### config.mk
export PLATFORM = sky130hd
export DESIGN_NAME = sorter_cas
export DESIGN_NICKNAME = d
export VERILOG_FILES = /design/src/rtl/sorter_cas_pkg.sv /design/src/rtl/sorter_cas_decide.sv /design/src/rtl/sorter_cas_pipe.sv /design/src/rtl/sorter_cas.sv
export SDC_FILE = /design/constraint.sdc
export NUM_CORES = 1
export LEC_CHECK = 0
export ABC_AREA = 1
export CORE_ASPECT_RATIO = 1.1
export CORE_MARGIN = 2
export CORE_UTILIZATION = 40
export DETAILED_ROUTE_END_ITERATION = 10
export HOLD_SLACK_MARGIN = 0.08
export SLEW_MARGIN = 20
export SYNTH_ARGS = -nofsm -noshare
export SYNTH_HDL_FRONTEND = slang
export SYNTH_SLANG_ARGS = --single-unit
### constraint.sdc
create_clock -name clk -period 1.85 [get_ports clk]
set_clock_uncertainty 0.05 [all_clocks]
set_input_delay 0.37 -clock clk [delete_from_list [all_inputs] [get_ports clk]]
set_output_delay 0.37 -clock clk [all_outputs]
set_load 0.05 [all_outputs]
### src/rtl/sorter_cas_pkg.sv
`timescale 1ns/1ps
package sorter_cas_pkg;

  // which operand has been bound to the low output for the current word
  typedef enum logic [1:0] {
    LK_OPEN  = 2'd0,
    LK_A_LOW = 2'd1,
    LK_B_LOW = 2'd2
  } lock_e;

  typedef struct packed {
    logic start;
    logic hi;
    logic lo;
  } beat_t;

endpackage

### src/rtl/sorter_cas_decide.sv
`timescale 1ns/1ps
module sorter_cas_decide
  import sorter_cas_pkg::*;
(
  input  logic  clk,
  input  logic  rst_n,
  input  logic  take,
  input  logic  start,
  input  logic  a,
  input  logic  b,
  output beat_t route
);

  lock_e lock_q;
  lock_e lock_now;
  lock_e lock_nx;

  always_comb begin
    lock_now    = start ? LK_OPEN : lock_q;
    lock_nx     = lock_now;
    route.start = start;
    route.hi    = a;
    route.lo    = b;
    case (lock_now)
      LK_A_LOW: begin
        route.hi = b;
        route.lo = a;
      end
      LK_B_LOW: begin
        route.hi = a;
        route.lo = b;
      end
      default: begin
        if (a != b) begin
          // the operand holding the 0 is the smaller one
          lock_nx  = a ? LK_B_LOW : LK_A_LOW;
          route.hi = 1'b1;
          route.lo = 1'b0;
        end else begin
          route.hi = a;
          route.lo = a;
        end
      end
    endcase
  end

  always_ff @(posedge clk or negedge rst_n) begin
    if (!rst_n) begin
      lock_q <= LK_OPEN;
    end else if (take) begin
      lock_q <= lock_nx;
    end
  end

endmodule

### src/rtl/sorter_cas_pipe.sv
`timescale 1ns/1ps
module sorter_cas_pipe
  import sorter_cas_pkg::*;
#(
  parameter int DEPTH = 6
) (
  input  logic  clk,
  input  logic  rst_n,
  input  logic  adv,
  input  logic  in_vld,
  input  beat_t in_beat,
  output logic  out_vld,
  output beat_t out_beat
);

  localparam int LAST = DEPTH - 1;

  logic  vld_q [DEPTH];
  beat_t dat_q [DEPTH];

  for (genvar i = 0; i < DEPTH; i++) begin : g_stage
    logic  vld_d;
    beat_t dat_d;
    if (i == 0) begin : g_head
      assign vld_d = in_vld;
      assign dat_d = in_beat;
    end else begin : g_body
      assign vld_d = vld_q[i-1];
      assign dat_d = dat_q[i-1];
    end

    always_ff @(posedge clk or negedge rst_n) begin
      if (!rst_n) begin
        vld_q[i] <= 1'b0;
        dat_q[i] <= '0;
      end else if (adv) begin
        vld_q[i] <= vld_d;
        dat_q[i] <= vld_d ? dat_d : '0;
      end
    end
  end

  assign out_vld  = vld_q[LAST];
  assign out_beat = dat_q[LAST];

endmodule

### src/rtl/sorter_cas.sv
`timescale 1ns/1ps
module sorter_cas
  import sorter_cas_pkg::*;
#(
  parameter int LATENCY = 6
) (
  input  logic clk,
  input  logic rst_n,
  input  logic in_valid,
  output logic in_ready,
  input  logic in_start,
  input  logic in_a,
  input  logic in_b,
  output logic out_valid,
  input  logic out_ready,
  output logic out_start,
  output logic out_hi,
  output logic out_lo
);

  localparam int STAGES = (LATENCY < 1) ? 1 : LATENCY;

  logic  adv;
  logic  take;
  logic  tail_vld;
  beat_t routed;
  beat_t tail;

  // the pipe moves as a whole unless the consumer refuses a present beat
  assign adv  = !tail_vld || out_ready;
  assign take = in_valid && adv;

  sorter_cas_decide u_decide (
    .clk   (clk),
    .rst_n (rst_n),
    .take  (take),
    .start (in_start),
    .a     (in_a),
    .b     (in_b),
    .route (routed)
  );

  sorter_cas_pipe #(
    .DEPTH (STAGES)
  ) u_pipe (
    .clk      (clk),
    .rst_n    (rst_n),
    .adv      (adv),
    .in_vld   (in_valid),
    .in_beat  (routed),
    .out_vld  (tail_vld),
    .out_beat (tail)
  );

  assign in_ready  = adv;
  assign out_valid = tail_vld;
  assign out_start = tail.start;
  assign out_hi    = tail.hi;
  assign out_lo    = tail.lo;

endmodule

==> results.yml, run 1 <==
drt:
  routed_wl_um: 1810
  vias: 787
  vias_per_cell: 4.63
  first_iter_violations: 12
  firstDrtPassIters: 4
  detail-route-antenna-nets: 0
  drc: 0
  wire_per_inst_um: 10.7
yosys:
  syn-instance-count: 119
  yosys_warnings: 0
  synth_top_cell_by_area: "dfrtp_1"
  synth.top_cells.by_area: "dfrtp_1, nand2_1, inv_1"
  synth_area_per_cell_um2: 9.50
  ys_seq_elements: 26
  synthesis.area_um2: 1130
  ys_seq_area_share_pct: 57.5
  yosysTopAreaCellShare_pct: 57.5
  postSynthNetCount: 130
  synthDistinctLibCells: 17
die:
  start_util_pct: 41.5
  coreArea_um2: 2730
  pin_count: 12
  die_w_um: 54.7
  fp.dieH_um: 59.8
  rows: 20
  fp.dieArea_um2: 3270
cells_and_area:
  antennaDiodeCount: 0
  syn2layout_area_growth_pct: 17.6
  drive_above_1_share_pct: 15.3
  finalNonFillerCells: 170
  fillerInstances: 275
  layout_common_cells: "nand2_1, dfrtp_1, inv_1"
  final_common_cell: "nand2_1"
  final_nets: 149
timing:
  min_period_ps: 1650
  tns_ps: 0
  fmaxAchievable_mhz: 606
  fin_ws_ps: 199
  post-route-period-util_pct: 89.2
  slew_headroom_pct: 78.1
  worstMarginPinSlew_ps: 329
  rsz0062_at_grt: "false"
  slew_violations: 0
  hold_slack_ps: 350
  hold_viol: 0
  setup_viol: 0
placed_design:
  dp.final_hpwl_um: 1350
  place_inst: 166
  dp_slack_ps: 26.6
  gp_congestion: 0.768
  portBuffers: 11
clock_tree:
  cts_tree: "built"
  cts_hold_buffers: 0
  htreeDepth: 1
  cts.repair.resized: 0
  cts_buffers: 3
  clock_path_buffers: 2
  clock_sinks: 26
  clkLatencyLatePin_ps: 310
  cts_setup_buffers: 0
  path_clk_slew_ps: 130
  root_buffer: "clkbuf_4"
outcome:
  status: "finished, final reports clean"
power_and_ir_drop:
  ir_drop_mv: 0.697
  p_leak_uw: 0.000674
  power.density_nw_per_um2: 1210
worst_setup_path:
  reg2reg_setup_slack_ps: 530
  max_stage_delay_ps: 460
  endpoint_kind: "output pin"
  critPathMaxFanout: 13
  cp.arrival_ps: 1230
  crit_type: "primary input to output pin"
  cp_top_family: "buffers and inverters"
  cp.required_ps: 1430
  slowest_stage: "clkdlybuf4s50_1"
  crit_chain: "clkdlybuf4s50_1 > inv_1 > nand2_4 > buf_12"
  cp-start-kind: "primary input"
  cp_num_buf_inv: 3
grt:
  grt_max_degree: 27
  antenna_found_initial: 0
  first_global_vias: 846
  grt_overflow: 0
  groute.usage.overall_pct: 14.5
  grt_pass1_wl_um: 3370
run:
  cap_viol_max_count: 0
hold_path:
  min_path_type: "primary input to async pin"
[through the flow]
step	cell area [um2]	utilization, %	power (uW)
6_report	1330	48.8	1610
5_1_grt	1330	48.8	1760
4_1_cts	1330	48.8	1650
3_5_place_dp	1290	47.4	1360
3_3_place_gp	1290	47.4	1340
2_1_floorplan	1130	-	1200
[per-layer routing]
layer | share of wire (%) | vias up | track usage (%)
met5 | 0 | - | 0
met4 | 1.5 | 0 | 8.57
met3 | 2.8 | 2 | 2.25
met2 | 52 | 11 | 25.9
met1 | 44 | 368 | 15.5
li1 | - | 406 | -
[logic make-up after synthesis]
| group | after synthesis | synth area share [%] |
|---|---|---|
| buffers and inverters | 24 | 9.62 |
| adders and majority gates | 4 | 4.42 |
| AOI/OAI and AO/OA | 19 | 10.8 |
| and+or+nand+nor | 46 | 17.6 |
| DFF | 26 | 57.5 |
[cell type report]
type	instances	area, um2	area share, %
clock buffer	4	36.3	2.73
inverter	22	82.6	6.21
multi-input combinational	69	372	27.9
sequential	26	651	48.9
tap	33	41.3	3.10
timing repair buffer	16	148	11.1
[worst paths after layout]
kind / endpoint / start / cells past startpoint
hold reg to reg: u_pipe.g_stage[2].vld_d / u_pipe.g_stage[2].vld_d / 2
max in group asynchronous: u_decide.lock_q[0] / rst_n / 2
min in group clk: u_pipe.g_stage[2].vld_d / u_pipe.g_stage[2].vld_d / 2
setup / recovery: in_ready / out_ready / 4
hold / removal: u_pipe.out_beat[1] / rst_n / 2
setup reg to reg: u_decide.lock_q[1] / u_decide.lock_q[1] / 8
[cell usage after synthesis (all sizes together)]
master and instances:
a21oi 2, ha 4, buf 2, nor2 4, nand2 37, o21ai 6
nand3 4, o22ai 11, inv 22, dfrtp 26, nand3b 1
[where the power goes]
part           switching, uW  total [uW]  internal, uW
sequential              69.1         774           705
clock                    156         276           120
combinational            352         559           207
[state kept, by name, summed over array words and instances, names as in the netlist]
| name | count |
|---|---|
| u_pipe.dat_q | 15 |
| u_pipe.out_beat | 3 |
| u_pipe.out_vld | 1 |
| u_pipe.g_stage.vld_d | 5 |
| u_decide.lock_q | 2 |
Power figures use the tool's default switching activity.
==> run 2, diff against run 1 <==
--- a/config.mk
+++ b/config.mk
@@ -6,11 +6,14 @@
 export NUM_CORES = 1
 export LEC_CHECK = 0
 export ABC_AREA = 1
+export CELL_PAD_IN_SITES_DETAIL_PLACEMENT = 1
+export CELL_PAD_IN_SITES_GLOBAL_PLACEMENT = 1
 export CORE_ASPECT_RATIO = 1.1
 export CORE_MARGIN = 2
-export CORE_UTILIZATION = 40
+export CORE_UTILIZATION = 30
 export DETAILED_ROUTE_END_ITERATION = 10
 export HOLD_SLACK_MARGIN = 0.08
+export PLACE_DENSITY_LB_ADDON = 0.1
 export SLEW_MARGIN = 20
 export SYNTH_ARGS = -nofsm -noshare
 export SYNTH_HDL_FRONTEND = slang
==> results.yml, run 2 (same netlist as run 1, synthesis figures left out) <==
outcome:
  status: "finished, final reports clean"
clock_tree:
  cts.repair.resized: 0
  cts_setup_buffers: 0
  cts_tree: "built"
  cts_hold_buffers: 0
  path_clk_slew_ps: 80
  clkLatencyLatePin_ps: 260
  clock_sinks: 26
  root_buffer: "clkbuf_8"
  clock_path_buffers: 2
  htreeDepth: 1
  cts_buffers: 3
timing:
  fin_ws_ps: 171
  slew_violations: 0
  hold_slack_ps: 422
  post-route-period-util_pct: 90.7
  slew_headroom_pct: 78.0
  setup_viol: 0
  worstMarginPinSlew_ps: 330
  fmaxAchievable_mhz: 596
  min_period_ps: 1680
  rsz0062_at_grt: "false"
  hold_viol: 0
cells_and_area:
  antennaDiodeCount: 0
  syn2layout_area_growth_pct: 19.2
  layout_common_cells: "nand2_1, dfrtp_1, inv_1"
  final_nets: 148
  drive_above_1_share_pct: 14.1
  largest_reg_flops: 15
  stdcell_area_um2: 1350
  top_register: "u_pipe.dat_q"
  final_common_cell: "nand2_1"
  fillerInstances: 442
  postLayoutCoreUtil_pct: 37.2
placed_design:
  gp_congestion: 0.685
  dp_slack_ps: -11.0
  dp.final_hpwl_um: 1580
  placedInstanceArea_um2: 1310
  portBuffers: 11
grt:
  first_global_vias: 850
  antenna_found_initial: 0
  grt_max_degree: 27
  grt_pass1_wl_um: 3730
  groute.usage.overall_pct: 11.4
  grt_overflow: 0
worst_setup_path:
  slowest_stage: "clkdlybuf4s50_1"
  cp-start-kind: "primary input"
  r2r-start: "u_decide.lock_q[1]"
  critPathMaxFanout: 17
  cp.required_ps: 1430
  worstReg2RegEnd: "u_decide.lock_q[1]"
  reg2regPathDepth: 8
  crit_type: "primary input to output pin"
  reg2reg_setup_slack_ps: 510
  crit_chain: "clkdlybuf4s50_1 > inv_1 > nand2_4 > buf_12"
  cp.arrival_ps: 1260
  max_stage_delay_ps: 450
  endpoint_kind: "output pin"
drt:
  dr_wl_met3_um: 60
  vias_per_cell: 4.51
  drc: 0
  detail-route-antenna-nets: 0
  drt-met1-wl_um: 887
  wire_per_inst_um: 11.3
  firstDrtPassIters: 4
  dr.max_layer_used: "met4"
  routed_wl_um: 2100
  first_iter_violations: 41
  vias: 835
  route.met2.wl_um: 1100
run:
  cap_viol_max_count: 0
power_and_ir_drop:
  total_power_uw: 1650
  power.density_nw_per_um2: 1220
  p_leak_uw: 0.000670
  ir_drop_mv: 0.251
die:
  die_w_um: 62.5
  pin_count: 12
  fp.dieArea_um2: 4280
  fp.dieH_um: 68.4
  rows: 23
  coreArea_um2: 3630
  start_util_pct: 31.2
hold_path:
  min_path_type: "primary input to async pin"
run 2: cell count changes in the layout (fill, tap and decap cells not counted), sizes merged:
| cell | previous run | this run |
|---|---|---|
| buf | 10 | 9 |
| clkbuf | 4 | 3 |
run 2: worst max-delay path, delay by kind of cell:
kind,cells,cell delay [ps]
simple gates,1,200
buf+inv,3,680
run 2: layout make-up:
type                    count  area (um2)  share of cell area, %
flip-flops and latches     26         651                   48.2
multi-input cells          69         372                   27.6
repair buffers             15         140                   10.4
inverters                  22        82.6                   6.12
well taps                  50        62.6                   4.64
clock buffers               3        41.3                   3.06
run 2: worst max path at each step:
stage                                     to  cells after the start           start
after detailed placement  u_decide.lock_q[1]                     10        in_start
final                               in_ready                      4       out_ready
after global routing                in_ready                      4       out_ready
after floorplan                     in_ready                      2  u_pipe.out_vld
after global placement    u_decide.lock_q[1]                     10        in_start
after CTS                           in_ready                      4       out_ready
run 2: through the flow:
stage,TNS [ps],cells
final,0,185
after global routing,0,185
after CTS,0,185
after detailed placement,-11.0,182
after global placement,0,182
after floorplan,0,119
run 2: routing by layer:
metal	vias up	GRT usage, %
li1	407	-
met1	412	12.3
met2	12	21.1
met3	4	2.14
met4	0	7.50
met5	-	0
run 2: report_power, final:
group / total, uW / internal, uW / switching (uW)
Sequential: 777 / 706 / 71.1
Combinational: 567 / 200 / 367
Clock: 307 / 146 / 161
==> run 3, diff against run 2 <==
--- a/config.mk
+++ b/config.mk
@@ -13,7 +13,7 @@
 export CORE_UTILIZATION = 30
 export DETAILED_ROUTE_END_ITERATION = 10
 export HOLD_SLACK_MARGIN = 0.08
-export PLACE_DENSITY_LB_ADDON = 0.1
+export PLACE_DENSITY = 0.56
 export SLEW_MARGIN = 20
 export SYNTH_ARGS = -nofsm -noshare
 export SYNTH_HDL_FRONTEND = slang
==> results.yml, run 3 (same netlist as run 1, synthesis figures left out) <==
outcome:
  status: "finished, final reports clean"
grt:
  first_global_vias: 920
  antenna_found_initial: 0
  grt_pass1_wl_um: 3950
  groute.usage.overall_pct: 12.0
  grt_max_degree: 27
  grt_overflow: 0
clock_tree:
  clock_sinks: 26
  root_buffer: "clkbuf_8"
  cts_setup_buffers: 0
  cts.repair.resized: 0
  cts_buffers: 3
  clock_path_buffers: 2
  cts_tree: "built"
  htreeDepth: 1
  path_clk_slew_ps: 90
  cts_hold_buffers: 0
  clkLatencyLatePin_ps: 260
die:
  fp.dieH_um: 68.4
  die_w_um: 62.5
  pin_count: 12
  fp.dieArea_um2: 4280
  coreArea_um2: 3630
  rows: 23
  start_util_pct: 31.2
power_and_ir_drop:
  p_int_uw: 1050
  seq_power_share_pct: 47.2
  pwr-share-comb_pct: 34.4
  p_sw_share_pct: 36.3
  ir_drop_mv: 0.335
  p_leak_uw: 0.000670
  switching_power_uw: 600
  power.share.clock_pct: 18.4
  power.density_nw_per_um2: 1220
placed_design:
  portBuffers: 11
  dp.final_hpwl_um: 1660
  gp_congestion: 0.728
  placedInstanceArea_um2: 1310
cells_and_area:
  final_nets: 148
  stdcell_area_um2: 1350
  layout_common_cells: "nand2_1, dfrtp_1, inv_1"
  antennaDiodeCount: 0
  final_common_cell: "nand2_1"
  syn2layout_area_growth_pct: 19.2
  postLayoutCoreUtil_pct: 37.2
  fillerInstances: 447
  drive_above_1_share_pct: 14.1
  top_register: "u_pipe.dat_q"
  largest_reg_flops: 15
worst_setup_path:
  critPathMaxFanout: 15
  cp.required_ps: 1430
  cp-start-kind: "primary input"
  crit_type: "primary input to output pin"
  cp.arrival_ps: 1230
  endpoint_kind: "output pin"
  slowest_stage: "clkdlybuf4s50_1"
  max_stage_delay_ps: 450
  crit_chain: "clkdlybuf4s50_1 > inv_1 > nand2_4 > buf_12"
timing:
  slew_violations: 0
  slew_headroom_pct: 77.8
  rsz0062_at_grt: "false"
  fmaxAchievable_mhz: 605
  setup_viol: 0
  hold_viol: 0
  post-route-period-util_pct: 89.4
  min_period_ps: 1650
  worstMarginPinSlew_ps: 333
drt:
  drc: 0
  vias_per_cell: 4.47
  first_iter_violations: 34
  firstDrtPassIters: 2
  wire_per_inst_um: 11.5
  detail-route-antenna-nets: 0
  vias: 827
  routed_wl_um: 2130
hold_path:
  min_path_type: "primary input to async pin"
run:
  cap_viol_max_count: 0
==> run 3: cell counts in the layout (fill, tap and decap cells not counted) <==
Identical to the previous run, type by type.
==> run 3: metrics by stage <==
stage               setup WS (ps)  total power, uW  hold slack, ps  instances  setup TNS [ps]
CTS                           185             1680             429        185               0
detailed placement          -11.3             1370             409        182           -11.3
global placement             38.9             1340             403        182               0
finish                        196             1650             427        185               0
global route                  125             1790             457        185               0
floorplan                     423             1200            24.4        119               0
==> run 3: critical path, delay by kind of cell <==
family,cells,cell delay (ps)
and+or+nand+nor,1,180
buffers and inverters,3,680
==> run 3: cell type report <==
cell class              instances  area (um2)  share of cell area (%)
flip-flops and latches         26         651                    48.2
multi-input cells              69         372                    27.6
repair buffers                 15         140                    10.4
inverters                      22        82.6                    6.12
well taps                      50        62.6                    4.64
clock buffers                   3        41.3                    3.06
==> run 3: power by group through the flow <==
| stage | Sequential [uW] | Clock [uW] | Combinational [uW] |
|---|---|---|---|
| detailed placement | 791 | 0 | 583 |
| finish | 779 | 305 | 568 |
| floorplan | 817 | 0 | 379 |
| CTS | 780 | 318 | 584 |
| global route | 794 | 339 | 652 |
| global placement | 782 | 0 | 562 |
==> run 3: final timing paths <==
check | from | end | slack [ps] | depth (start not counted)
min in group clk | u_pipe.g_stage[3].vld_d | u_pipe.g_stage[3].vld_d | 430 | 2
hold reg to reg | u_pipe.g_stage[3].vld_d | u_pipe.g_stage[3].vld_d | 430 | 2
hold / removal | rst_n | u_pipe.g_stage[5].vld_d | 430 | 2
max in group asynchronous | rst_n | u_pipe.dat_q[12] | 1070 | 2
setup / recovery | out_ready | in_ready | 200 | 4
setup reg to reg | u_decide.lock_q[1] | u_decide.lock_q[1] | 490 | 8
==> run 3: layer usage <==
layer	wire (um)	track usage [%]
met3	45	2.14
met4	29	5.83
met2	1120	23.7
met5	0	0
met1	928	12.6
